## src/rtl/trap_pkg.sv

```systemverilog
package trap_pkg;
  localparam int PS_AG   = 0;
  localparam int PS_PRIV = 2;
  localparam int PS_PEF  = 4;
  localparam int PS_RED  = 5;
  localparam int PS_MG   = 10;
  localparam int PS_IG   = 11;
  localparam logic [11:0] PS_SAVE_MASK = 12'hF3F;

  localparam logic [8:0] TT_IVEC   = 9'h060;
  localparam logic [8:0] TT_IFAULT = 9'h008;
  localparam logic [8:0] TT_DFAULT = 9'h030;
  localparam logic [8:0] TT_CLEAN  = 9'h024;

  typedef enum logic [1:0] {GL_ALT, GL_MMU, GL_INT} globSel_e;
  typedef enum logic [1:0] {WIN_KEEP, WIN_CLEAN, WIN_SPILL, WIN_FILL} winMode_e;

  typedef struct packed {
    logic     doEntry;
    logic     doErr;
    logic     enterRed;
    globSel_e glob;
    winMode_e win;
  } trapCtl_t;
endpackage

```

## src/rtl/trap_ctrl.sv

```systemverilog
module trap_ctrl
  import trap_pkg::*;
#(
  parameter int MAXTL = 5,
  parameter int TLW   = 3
) (
  input  logic           trapReq,
  input  logic [8:0]     trapType,
  input  logic [TLW-1:0] tlIn,
  output trapCtl_t       ctl
);
  localparam logic [TLW-1:0] TL_CEIL = TLW'(MAXTL);
  localparam logic [TLW-1:0] TL_LAST = TLW'(MAXTL - 1);

  logic isMmu;
  assign isMmu = (trapType == TT_IFAULT) || (trapType == TT_DFAULT) ||
                 (trapType >= 9'h064 && trapType <= 9'h06F);

  always_comb begin
    ctl.doErr    = trapReq && (tlIn >= TL_CEIL);
    ctl.doEntry  = trapReq && !(tlIn >= TL_CEIL);
    ctl.enterRed = (tlIn == TL_LAST);
    if (trapType == TT_IVEC)  ctl.glob = GL_INT;
    else if (isMmu)           ctl.glob = GL_MMU;
    else                      ctl.glob = GL_ALT;
    if (trapType == TT_CLEAN)          ctl.win = WIN_CLEAN;
    else if (trapType[8:6] == 3'b010)  ctl.win = WIN_SPILL;
    else if (trapType[8:6] == 3'b011)  ctl.win = WIN_FILL;
    else                               ctl.win = WIN_KEEP;
  end
endmodule

```

## src/rtl/trap_dp.sv

```systemverilog
module trap_dp
  import trap_pkg::*;
#(
  parameter int MAXTL = 5,
  parameter int TLW   = 3,
  parameter int CWW   = 3
) (
  input  logic           clk,
  input  logic           rstN,
  input  trapCtl_t       ctl,
  input  logic [8:0]     trapType,
  input  logic [7:0]     ccrIn,
  input  logic [7:0]     asiIn,
  input  logic [11:0]    pstateIn,
  input  logic [CWW-1:0] cwpIn,
  input  logic [CWW-1:0] cansaveIn,
  input  logic [63:0]    pcIn,
  input  logic [63:0]    npcIn,
  input  logic [TLW-1:0] tlIn,
  input  logic [63:0]    tbaIn,
  input  logic [TLW-1:0] stkSel,
  output logic [TLW-1:0] tlOut,
  output logic [11:0]    pstateOut,
  output logic [CWW-1:0] cwpOut,
  output logic [63:0]    pcOut,
  output logic [63:0]    npcOut,
  output logic           errState,
  output logic [39:0]    stkState,
  output logic [63:0]    stkPc,
  output logic [63:0]    stkNpc,
  output logic [8:0]     stkType
);
  localparam int DEPTH = MAXTL + 1;

  logic [39:0] slotState [DEPTH];
  logic [63:0] slotPc    [DEPTH];
  logic [63:0] slotNpc   [DEPTH];
  logic [8:0]  slotType  [DEPTH];

  logic [TLW-1:0] tlNew;
  logic [39:0]    savedWord;
  logic [CWW-1:0] cwpNew;
  logic [11:0]    pstateNew;
  logic [63:0]    vecAddr;

  assign tlNew     = tlIn + TLW'(1);
  assign savedWord = {ccrIn, asiIn, 4'b0000, pstateIn & PS_SAVE_MASK, 8'(cwpIn)};
  assign vecAddr   = {tbaIn[63:15], tlNew > TLW'(1), trapType, 5'b00000};

  always_comb begin
    case (ctl.win)
      WIN_CLEAN: cwpNew = cwpIn - CWW'(1);
      WIN_SPILL: cwpNew = cwpIn - cansaveIn - CWW'(2);
      WIN_FILL:  cwpNew = cwpIn + CWW'(1);
      default:   cwpNew = cwpIn;
    endcase
  end

  always_comb begin
    pstateNew          = pstateIn;
    pstateNew[PS_AG]   = (ctl.glob == GL_ALT);
    pstateNew[PS_MG]   = (ctl.glob == GL_MMU);
    pstateNew[PS_IG]   = (ctl.glob == GL_INT);
    pstateNew[PS_PEF]  = 1'b1;
    pstateNew[PS_PRIV] = 1'b1;
    if (ctl.enterRed) pstateNew[PS_RED] = 1'b1;
  end

  always_ff @(posedge clk) begin
    if (!rstN) begin
      tlOut     <= '0;
      pstateOut <= '0;
      cwpOut    <= '0;
      pcOut     <= '0;
      npcOut    <= '0;
      errState  <= 1'b0;
    end else if (ctl.doErr) begin
      errState  <= 1'b1;
    end else if (ctl.doEntry) begin
      errState  <= 1'b0;
      tlOut     <= tlNew;
      pstateOut <= pstateNew;
      cwpOut    <= cwpNew;
      pcOut     <= vecAddr;
      npcOut    <= vecAddr + 64'd4;
    end
  end

  for (genvar g = 0; g < DEPTH; g++) begin : gSlot
    always_ff @(posedge clk) begin
      if (!rstN) begin
        slotState[g] <= '0;
        slotPc[g]    <= '0;
        slotNpc[g]   <= '0;
        slotType[g]  <= '0;
      end else if (ctl.doEntry && tlNew == TLW'(g)) begin
        slotState[g] <= savedWord;
        slotPc[g]    <= pcIn;
        slotNpc[g]   <= npcIn;
        slotType[g]  <= trapType;
      end
    end
  end

  always_comb begin
    stkState = '0;
    stkPc    = '0;
    stkNpc   = '0;
    stkType  = '0;
    for (int i = 0; i < DEPTH; i++) begin
      if (stkSel == TLW'(i)) begin
        stkState = slotState[i];
        stkPc    = slotPc[i];
        stkNpc   = slotNpc[i];
        stkType  = slotType[i];
      end
    end
  end
endmodule

```

## src/rtl/softint_reg.sv

```systemverilog
module softint_reg #(
  parameter int SIW = 16
) (
  input  logic           clk,
  input  logic           rstN,
  input  logic [1:0]     siOp,
  input  logic [SIW-1:0] siData,
  input  logic           intEnable,
  output logic [SIW-1:0] softint,
  output logic           recheckIrq
);
  logic [SIW-1:0] nextVal;

  always_comb begin
    case (siOp)
      2'd1:    nextVal = softint | siData;
      2'd2:    nextVal = softint & ~siData;
      2'd3:    nextVal = siData;
      default: nextVal = softint;
    endcase
  end

  always_ff @(posedge clk) begin
    if (!rstN) begin
      softint    <= '0;
      recheckIrq <= 1'b0;
    end else begin
      softint    <= nextVal;
      recheckIrq <= (nextVal != softint) && intEnable;
    end
  end
endmodule

```

## src/rtl/trap_entry_seq.sv

```systemverilog
module trap_entry_seq
  import trap_pkg::*;
#(
  parameter int NWIN  = 8,
  parameter int MAXTL = 5,
  parameter int SIW   = 16,
  localparam int CWW  = $clog2(NWIN),
  localparam int TLW  = $clog2(MAXTL + 1)
) (
  input  logic           clk,
  input  logic           rstN,
  input  logic           trapReq,
  input  logic [8:0]     trapType,
  input  logic [7:0]     ccrIn,
  input  logic [7:0]     asiIn,
  input  logic [11:0]    pstateIn,
  input  logic [CWW-1:0] cwpIn,
  input  logic [CWW-1:0] cansaveIn,
  input  logic [63:0]    pcIn,
  input  logic [63:0]    npcIn,
  input  logic [TLW-1:0] tlIn,
  input  logic [63:0]    tbaIn,
  input  logic [TLW-1:0] stkSel,
  input  logic [1:0]     siOp,
  input  logic [SIW-1:0] siData,
  input  logic           intEnable,
  output logic [TLW-1:0] tlOut,
  output logic [11:0]    pstateOut,
  output logic [CWW-1:0] cwpOut,
  output logic [63:0]    pcOut,
  output logic [63:0]    npcOut,
  output logic           errState,
  output logic [39:0]    stkState,
  output logic [63:0]    stkPc,
  output logic [63:0]    stkNpc,
  output logic [8:0]     stkType,
  output logic [SIW-1:0] softint,
  output logic           recheckIrq
);
  trapCtl_t ctl;

  trap_ctrl #(.MAXTL(MAXTL), .TLW(TLW)) uCtrl (
    .trapReq(trapReq), .trapType(trapType), .tlIn(tlIn), .ctl(ctl)
  );

  trap_dp #(.MAXTL(MAXTL), .TLW(TLW), .CWW(CWW)) uDp (
    .clk(clk), .rstN(rstN), .ctl(ctl), .trapType(trapType),
    .ccrIn(ccrIn), .asiIn(asiIn), .pstateIn(pstateIn), .cwpIn(cwpIn),
    .cansaveIn(cansaveIn), .pcIn(pcIn), .npcIn(npcIn), .tlIn(tlIn),
    .tbaIn(tbaIn), .stkSel(stkSel), .tlOut(tlOut), .pstateOut(pstateOut),
    .cwpOut(cwpOut), .pcOut(pcOut), .npcOut(npcOut), .errState(errState),
    .stkState(stkState), .stkPc(stkPc), .stkNpc(stkNpc), .stkType(stkType)
  );

  softint_reg #(.SIW(SIW)) uSoft (
    .clk(clk), .rstN(rstN), .siOp(siOp), .siData(siData),
    .intEnable(intEnable), .softint(softint), .recheckIrq(recheckIrq)
  );
endmodule

```

## config.mk

```make
export PLATFORM = sky130hd
export DESIGN_NAME = trap_entry_seq
export DESIGN_NICKNAME = d
export VERILOG_FILES = /design/src/rtl/trap_pkg.sv /design/src/rtl/trap_ctrl.sv /design/src/rtl/trap_dp.sv /design/src/rtl/softint_reg.sv /design/src/rtl/trap_entry_seq.sv
export SDC_FILE = /design/constraint.sdc
export NUM_CORES = 1
export LEC_CHECK = 0
export ABC_AREA = 1
export BUFFER_PORTS_ARGS = -buffer_cell sky130_fd_sc_hd__buf_4
export CAP_MARGIN = 15
export CORE_UTILIZATION = 55
export CTS_BUF_LIST = sky130_fd_sc_hd__clkbuf_8
export DETAILED_ROUTE_END_ITERATION = 16
export PLACE_DENSITY = 0.82
export SLEW_MARGIN = 40
export SYNTH_ARGS = -nofsm -noshare
export SYNTH_HDL_FRONTEND = slang
export SYNTH_SLANG_ARGS = --single-unit
```

## constraint.sdc

```tcl
create_clock -name clk -period 48.7 [get_ports clk]
set_clock_uncertainty 0.1 [all_clocks]
set_input_delay 9.74 -clock clk [delete_from_list [all_inputs] [get_ports clk]]
set_output_delay 9.74 -clock clk [all_outputs]
set_load 0.01 [all_outputs]
```

# Word level (Yosys, flattened, before mapping)
# Memory sizes are Yosys's and may differ from the RTL's.
# Cells that the tools add are included.
[classes] n_addsub=6 magnitude_cmp=4 n_eq_ne=26 muxes=77 bitwise_logic=28 n_reduce_logical=18
[op_table] op="$mux W64" count=24
[op_table] op="$mux W40" count=6
[op_table] op="$mux W29" count=6
[op_table] op="$mux W9" count=12
[op_table] op="$add A64 B3 Y64 const B" count=1
[op_table] op="$pmux W16 S3" count=1
[op_table] op="$or A1 B1 Y1" count=24
[op_table] op="$mux W1" count=23
[op_table] op="$eq A3 B2 Y1 const B" count=6
[op_table] op="$eq A9 B6 Y1 const B" count=2
[op_table] op="$and A16 B16 Y16" count=1
[op_table] op="$ne A16 B16 Y1" count=1
[op_table] op="$not A16 Y16" count=1
[op_table] op="$or A16 B16 Y16" count=1
[op_table] op="$eq A3 B3 Y1 const B" count=5
[op_table] op="$eq A2 B2 Y1 const B" count=5
[op_table] op="$logic_and A1 B1 Y1" count=10
[op_table] op="$eq A9 B4 Y1 const B" count=1
[op_table] op="$eq A9 B7 Y1 const B" count=1
[op_table] op="$ge A9 B7 Y1 const B" count=1
[op_table] op="$le A9 B7 Y1 const B" count=1
[op_table] op="$pmux W3 S3" count=1
[op_table] op="$mux W2" count=4
[op_table] op="$add A3 B1 Y3 const B" count=2
[op_table] op="14 further kinds" count=19
[totals] regBits=159 mem_bits_rw=996 inputBits=263 out_inout_bits=341 n_memories=4
[mem_list] memory="uDp.slotNpc" words=6 word_bits=64 read_ports=6 rd_ports_with_merged_regs=0 wr=6 line="trap_dp.sv:37" text="logic [63:0] slotNpc [DEPTH];"
[mem_list] memory="uDp.slotPc" words=6 word_bits=64 read_ports=6 rd_ports_with_merged_regs=0 wr=6 line="trap_dp.sv:36" text="logic [63:0] slotPc [DEPTH];"
[mem_list] memory="uDp.slotState" words=6 word_bits=29 read_ports=6 rd_ports_with_merged_regs=0 wr=6 line="trap_dp.sv:35" text="logic [39:0] slotState [DEPTH];"
[mem_list] memory="uDp.slotType" words=6 word_bits=9 read_ports=6 rd_ports_with_merged_regs=0 wr=6 line="trap_dp.sv:38" text="logic [8:0] slotType [DEPTH];"

# Longest topological paths before layout
# Gate-level depths: netlist (run 1).
[depth] word_depth=8 depth_mapped=12 ltp_nobuf=12

# Cells and area by module
# From an unflattened synthesis (run 1), not the netlist that was laid out.
[hier_totals] hier_cells=4764 hier_area_um2=47207.8
[modules_own_cells] mod="trap_dp" instances=1 cells_each=4536 area_each_um2=45857.7
[modules_own_cells] mod="softint_reg" instances=1 cells_each=185 area_each_um2=1168.6
[modules_own_cells] mod="trap_ctrl" instances=1 cells_each=43 area_each_um2=181.4

# Worst setup path before layout (run 1)
# OpenSTA, ideal clock, no wires.
[synth_path] path_type="input-to-reg" startpoint="input tlIn[0]" endpoint="memory uDp.slotNpc[3][36], in the netlist uDp.slotNpc[1][100] (enable)" setup_ns=0.921 arrival_time_ns=22.132 t_required_ns=47.679 path_slack_ns=25.547 path_stages=4 path_buffers=0 path_cell_list="ha_1 xnor2_2 nand2_1 o21ai_0"
[synth_lines] item="start, declared" line="trap_entry_seq.sv:21" text="input logic [TLW-1:0] tlIn,"
[synth_lines] item="end, declared" line="trap_dp.sv:37"

# Worst setup path after layout (run 1)
[layout_path] startpoint="input stkSel[2]" endpoint="output stkType[8]"
[layout_via] elab_chain_len=7 elab_cells_between_ends=12 cone_classes="eq/ne: 5; mux: 6; reduce/logical: 1"
[layout_rtl] item="start, declared" line="trap_entry_seq.sv:23" text="input logic [TLW-1:0] stkSel,"
[layout_rtl] item="$logic_not A3 Y1" line="trap_dp.sv:111" text="if (stkSel == TLW'(i)) begin"
[layout_rtl] item="$mux W9 (5 in series)" line="trap_dp.sv:111"
[layout_rtl] item="$mux W9 (*)" line="trap_dp.sv:111"
[layout_rtl] item="end, declared" line="trap_entry_seq.sv:36" text="output logic [8:0] stkType,"
# Every way passes the cells marked *; elsewhere a longest branch is shown, timed or not.

==> results.py, run 1 <==
metrics = {
    "floorplan": {
        "io_pins": 604,
        "core_area_um2": 82200,
        "num_rows": 105,
        "die_x_um": 291,
        "initial_core_util_pct": 55.7,
        "die_area_um2": 84500,
        "die_y_um": 291,
    },
    "power": {
        "powerDensity_nw_per_um2": 37.1,
        "peakVddDrop_uv": 22.8,
        "p_leak_nw": 22.9,
    },
    "run": {
        "cap_violations": 0,
    },
    "worst_setup_path": {
        "rr_endpoint": "uSoft.recheckIrq",
        "crit_path_top_delay_cell": "buf_4",
        "endpoint_kind": "primary output",
        "reg2regPathDepth": 8,
        "crit_top_cell": "buf_4",
        "startpoint_type": "input pin",
        "r2r-start": "uSoft.softint[0]",
        "max_stage_delay_ns": 0.80,
        "cp.required_ns": 38.86,
        "crit_arrival_ns": 12.15,
        "path_cells": "buf_4, inv_1, nand3_4, buf_4, o22ai_1, a21oi_1, nand4_1, buf_4",
        "path_class": "input pin to primary output",
        "rrSetupSlack_ns": 47.50,
        "worstPathMaxFanout": 59,
    },
    "grt": {
        "grt_max_degree": 105,
        "grt_usage_pct": 30.8,
        "grt_pass1_wl_um": 195000,
        "globalRouteOverflowTotal": 0,
        "grt_pass1_vias": 33700,
        "antenna_found_initial": 28,
    },
    "logic_synthesis": {
        "synth_top_area_cell": "edfxtp_1",
        "ys_seq_area_share_pct": 69.4,
        "synth_top_area_share_pct": 65.3,
        "synth_commonest_cells": "1015 x nor2_1, 996 x edfxtp_1, 673 x nand2_1",
        "ys_ff_latch": 1090,
        "synthTopCellsByArea": "edfxtp_1 65%, nor2_1 8.3%, nand2_1 5.5%",
        "synth_cell_types": 34,
        "yosys_warnings": 0,
        "syn_area_um2": 45800,
        "synth_edf_count": 996,
        "async_reset_ff_share_pct": 0,
        "syn_area_per_cell_um2": 10.7,
        "synth.most_common_cell": "nor2_1",
        "netlist_instances": 4292,
        "ys.flop_type": "edfxtp_1",
    },
    "route": {
        "via_per_inst": 5.61,
        "drcViolationCount": 0,
        "wl_per_cell_um": 21.9,
        "drtIter0Drc": 3476,
        "route.vias.total": 33800,
        "dr.pass1.iters": 6,
        "drt-total-wl_um": 132000,
        "antenna_left": 0,
    },
    "cts": {
        "cts_buffer_depth": 3,
        "cts-root-buf": "clkbuf_8",
        "cts_sinks": 1090,
        "ctsResizeCount": 0,
        "clk_pin_slew_ns": 0.06,
        "ctsHoldBuffers": 0,
        "clk_latency_ns": 0.82,
        "cts_tree": "yes",
        "cts_setup_buffers": 0,
        "cts_buffers": 171,
        "h-tree-depth": 4,
    },
    "timing": {
        "slew_headroom_pct": 39.8,
        "finalSetupViolCount": 0,
        "period_needed_ns": 21.99,
        "rsz0062_at_grt": "false",
        "report.final.slew_viol_count": 0,
        "worst_slew_pin_slew_ns": 0.903,
        "clock.fmax_mhz": 45.5,
        "hold_violations": 0,
        "tns_ns": 0,
        "period_share_pct": 45.1,
    },
    "worst_hold_path": {
        "hp-start": "uDp.tlOut[1]",
        "min_path_cells": 2,
        "hold_end": "uDp.tlOut[1]",
        "hp-class": "register to register",
    },
    "placed_design": {
        "portBuffers": 568,
        "dpl.cell_count": 5685,
        "dp_hpwl_um": 72900,
        "gp_congestion": 0.881,
    },
    "status": {
        "status": "finished, final reports clean",
    },
    "finish": {
        "final_nets": 5064,
        "final_layout_size_suffix_gt1_share_pct": 17.5,
        "fin_cells": 6026,
        "reg_top3": "uDp.slotNpc (384), uDp.slotPc (384), uDp.slotState (174)",
        "area_growth_pct": 17.7,
    },
}
==> placed cells by master (no fill, tap or decap), types with 2 or more instances in the layout <==
| cell type | synthesis | routed |
|---|---|---|
| nand3_1 | 30 | 25 |
| and3_1 | 15 | 15 |
| inv_12 | 0 | 2 |
| inv_1 | 552 | 607 |
| nor3_2 | 0 | 2 |
| dfxtp_1 | 94 | 94 |
| buf_6 | 0 | 19 |
| a21oi_1 | 169 | 169 |
| clkinvlp_4 | 0 | 8 |
| buf_8 | 0 | 3 |
| o22ai_1 | 164 | 164 |
| clkinv_2 | 0 | 15 |
| diode_2 | 0 | 26 |
| nand3_4 | 0 | 7 |
| nor2_1 | 1015 | 1015 |
| buf_12 | 0 | 9 |
| inv_8 | 0 | 3 |
| conb_1 | 1 | 20 |
| buf_16 | 0 | 4 |
| nor3_1 | 5 | 3 |
| o21ai_0 | 13 | 8 |
| inv_2 | 2 | 3 |
| buf_4 | 81 | 589 |
| nor4_1 | 3 | 3 |
| o21ai_4 | 0 | 5 |
| edfxtp_1 | 996 | 996 |
| nand4_1 | 166 | 166 |
| ha_1 | 9 | 9 |
| nand2_1 | 673 | 671 |
| xnor2_1 | 4 | 4 |
| a22o_1 | 51 | 51 |
| clkbuf_8 | 0 | 183 |
| clkinv_1 | 1 | 44 |
==> critical path: cells and delay by family <==
| family | cells | cell delay [ns] |
|---|---|---|
| buffers and inverters | 4 | 1.23 |
| and+or+nand+nor | 2 | 0.69 |
| AOI/OAI and AO/OA | 2 | 0.42 |
==> metal layers <==
layer	GRT usage (%)	part of all wire [%]	vias to the layer above
met4	18.7	5.4	0
met3	6.08	10	326
met2	50.1	48	2212
li1	-	-	15200
met1	38.3	36	16100
met5	0	0	-
==> cells by family (layout without fill, tap and decap cells) <==
| group | after synthesis | count (layout) | share of synthesized area [%] |
|---|---|---|---|
| adders and majority gates | 10 | 10 | 0.289 |
| buffers and inverters | 872 | 1491 | 8.11 |
| AOI/OAI and AO/OA | 401 | 401 | 5.28 |
| xor gates and xnor gates | 6 | 6 | 0.131 |
| other | 1 | 46 | 0.00818 |
| DFF | 1090 | 1090 | 69.4 |
| and+or+nand+nor | 1912 | 1912 | 16.8 |
==> layout make-up <==
cell class,count,area (um2)
clock buffer,183,2520
tap,1070,1340
fill,6168,28300
timing repair buffer,624,4970
inverter,555,2100
sequential,1090,31800
multi-input combinational,2349,10600
clock inverter,129,597
antenna,26,65.1
==> report_power, final <==
group | internal, W | switching [W] | total (W)
Clock | 0.000353 | 0.000353 | 0.000706
Combinational | 0.0000687 | 0.000124 | 0.000193
Sequential | 0.00108 | 0.0000193 | 0.00110
==> stage by stage <==
step	worst slack [ns]	instance area, um2	total power [W]	hold slack (ns)	util, %
after global routing	26.62	53900	0.00206	0.370	65.6
after floorplan	25.55	45900	0.00123	0.370	-
after CTS	26.71	53800	0.00200	0.357	65.4
after detailed placement	26.72	50700	0.00131	0.343	61.6
after global placement	26.37	50400	0.00130	0.332	61.3
final	26.71	53900	0.00200	0.356	65.6
==> worst max path at each step <==
stage	start	to	slack, ns	depth (start not counted)
finish	stkSel[2]	stkType[8]	26.71	8
global route	stkSel[1]	stkNpc[49]	26.62	10
CTS	stkSel[1]	stkNpc[49]	26.71	10
detailed placement	stkSel[1]	stkNpc[49]	26.72	10
global placement	stkSel[1]	stkNpc[49]	26.37	10
floorplan	tlIn[0]	uDp.slotNpc[1][100]	25.55	4
Note: power is estimated with default switching activity, not from simulation.
==> run 2, diff against run 1 <==
==> constraint.sdc (replaced) <==
create_clock -name clk -period 21.1 [get_ports clk]
set_clock_uncertainty 0.1 [all_clocks]
set_input_delay 4.22 -clock clk [delete_from_list [all_inputs] [get_ports clk]]
set_output_delay 4.22 -clock clk [all_outputs]
set_load 0.01 [all_outputs]
==> results.py, run 2 (same netlist as run 1, synthesis figures left out) <==
metrics = {
    "floorplan": {
        "initial_core_util_pct": 55.7,
        "core_area_um2": 82200,
        "die_area_um2": 84500,
        "die_x_um": 291,
        "die_y_um": 291,
        "io_pins": 604,
        "num_rows": 105,
    },
    "cts": {
        "clk_pin_slew_ns": 0.06,
        "ctsHoldBuffers": 0,
        "cts_sinks": 1090,
        "ctsResizeCount": 0,
        "cts_buffer_depth": 3,
        "cts_tree": "yes",
        "cts-root-buf": "clkbuf_8",
        "cts_setup_buffers": 0,
        "h-tree-depth": 4,
        "cts_buffers": 171,
        "clk_latency_ns": 0.83,
    },
    "finish": {
        "final_nets": 5061,
        "nFillCells": 6083,
        "reg_top3": "uDp.slotNpc (384), uDp.slotPc (384), uDp.slotState (174)",
        "final_cell_mix": "1015 x nor2_1, 996 x edfxtp_1, 671 x nand2_1, 620 x inv_1, 594 x buf_4",
        "mostFrequentLayoutCell": "nor2_1",
        "multi_input_area_um2": 10600,
        "final_layout_size_suffix_gt1_share_pct": 17.5,
        "area_growth_pct": 17.8,
        "fin_cells": 6018,
        "register_area_um2": 31800,
        "utilization_pct": 65.7,
    },
    "worst_hold_path": {
        "min_path_cells": 2,
        "hp-start": "uDp.tlOut[1]",
        "hp-class": "register to register",
    },
    "power": {
        "peakVddDrop_uv": 46.8,
        "netSwitchingPower_w": 0.00117,
        "p_comb_share_pct": 9.5,
        "powerDensity_nw_per_um2": 86.6,
        "p_seq_share_pct": 54.3,
        "p_int_w": 0.00351,
        "p_leak_nw": 23.0,
        "p_clk_share_pct": 36.2,
        "swShare_pct": 25.0,
    },
    "timing": {
        "slew_headroom_pct": 40.0,
        "finalSetupViolCount": 0,
        "hold_violations": 0,
        "setup_ws_ns": 10.20,
        "fin_hold_ws_ns": 0.350,
        "period_share_pct": 51.7,
        "clock.fmax_mhz": 91.7,
        "period_needed_ns": 10.90,
        "tns_ns": 0,
        "report.final.slew_viol_count": 0,
        "rsz0062_at_grt": "false",
        "worst_slew_pin_slew_ns": 0.900,
    },
    "worst_setup_path": {
        "cp.required_ns": 16.78,
        "crit_arrival_ns": 6.58,
        "endpoint_kind": "primary output",
        "reg2regPathDepth": 8,
        "startpoint_type": "input pin",
        "path_class": "input pin to primary output",
        "r2r-start": "uSoft.softint[0]",
        "worstPathMaxFanout": 96,
        "crit_path_start": "stkSel[1]",
    },
    "grt": {
        "grt_pass1_vias": 33400,
        "grt_pass1_wl_um": 196000,
        "grt_max_degree": 116,
        "grt_usage_pct": 30.9,
        "antenna_found_initial": 30,
        "globalRouteOverflowTotal": 0,
    },
    "placed_design": {
        "dp_hpwl_um": 73500,
        "portBuffers": 568,
        "dp_slack_ns": 10.20,
        "gp_congestion": 0.883,
        "dpl.cell_count": 5684,
    },
    "run": {
        "cap_violations": 0,
    },
    "route": {
        "drtIter0Drc": 3616,
        "drcViolationCount": 0,
        "dr.pass1.iters": 5,
        "drt-total-wl_um": 133000,
        "route.vias.total": 33500,
        "wl_per_cell_um": 22.1,
        "via_per_inst": 5.57,
        "antenna_left": 0,
    },
    "status": {
        "status": "finished, final reports clean",
    },
}
run 2: cell count changes in the layout (fill, tap and decap cells not counted), sizes merged:
cell      change
clkbuf        -2
clkinvlp      -7
inv          +17
bufinv        +3
clkinv       -16
buf           -3
run 2: final timing paths:
path | to | slack [ns]
worst max-delay path | stkType[1] | 10.20
worst min-delay path | uDp.tlOut[1] | 0.35
worst max register to register | uSoft.recheckIrq | 19.93
worst min register to register | uDp.tlOut[1] | 0.35
run 2: layout make-up:
type / count / area share [%]
Antenna cell: 26 / 0.121
Sequential cell: 1090 / 58.9
Clock inverter: 126 / 1.36
Multi-Input combinational cell: 2349 / 19.5
Tap cell: 1070 / 2.48
Inverter: 555 / 3.89
Timing Repair Buffer: 621 / 9.11
Clock buffer: 181 / 4.61
run 2: metal layers:
metal  vias up  part of all wire (%)  GRT usage, %
met4        10                   5.1          17.7
met1     15900                    36          37.7
li1      15200                     -             -
met5         -                 0.055             0
met2      2050                    48          50.9
met3       333                    11          6.89
run 2: through the flow:
stage               instance area (um2)  power [W]
floorplan                         45900    0.00284
global placement                  50400    0.00301
detailed placement                50700    0.00302
CTS                               53900    0.00469
global route                      54000    0.00482
finish                            54000    0.00467
run 2: power by group through the flow:
| stage | registers (W) | clock network [W] | logic, W |
|---|---|---|---|
| 2_1_floorplan | 0.00262 | 0 | 0.000216 |
| 3_3_place_gp | 0.00258 | 0 | 0.000431 |
| 3_5_place_dp | 0.00258 | 0 | 0.000442 |
| 4_1_cts | 0.00254 | 0.00170 | 0.000443 |
| 5_1_grt | 0.00255 | 0.00180 | 0.000475 |
| 6_report | 0.00254 | 0.00169 | 0.000444 |
run 2: critical path: stages:
cell and delay, ns:
buf_4 0.10, inv_1 0.11, nor2_1 0.14, nand2_1 0.15, inv_8 0.58, buf_6 0.72
nand2_1 0.16, nand4_1 0.16, buf_4 0.14
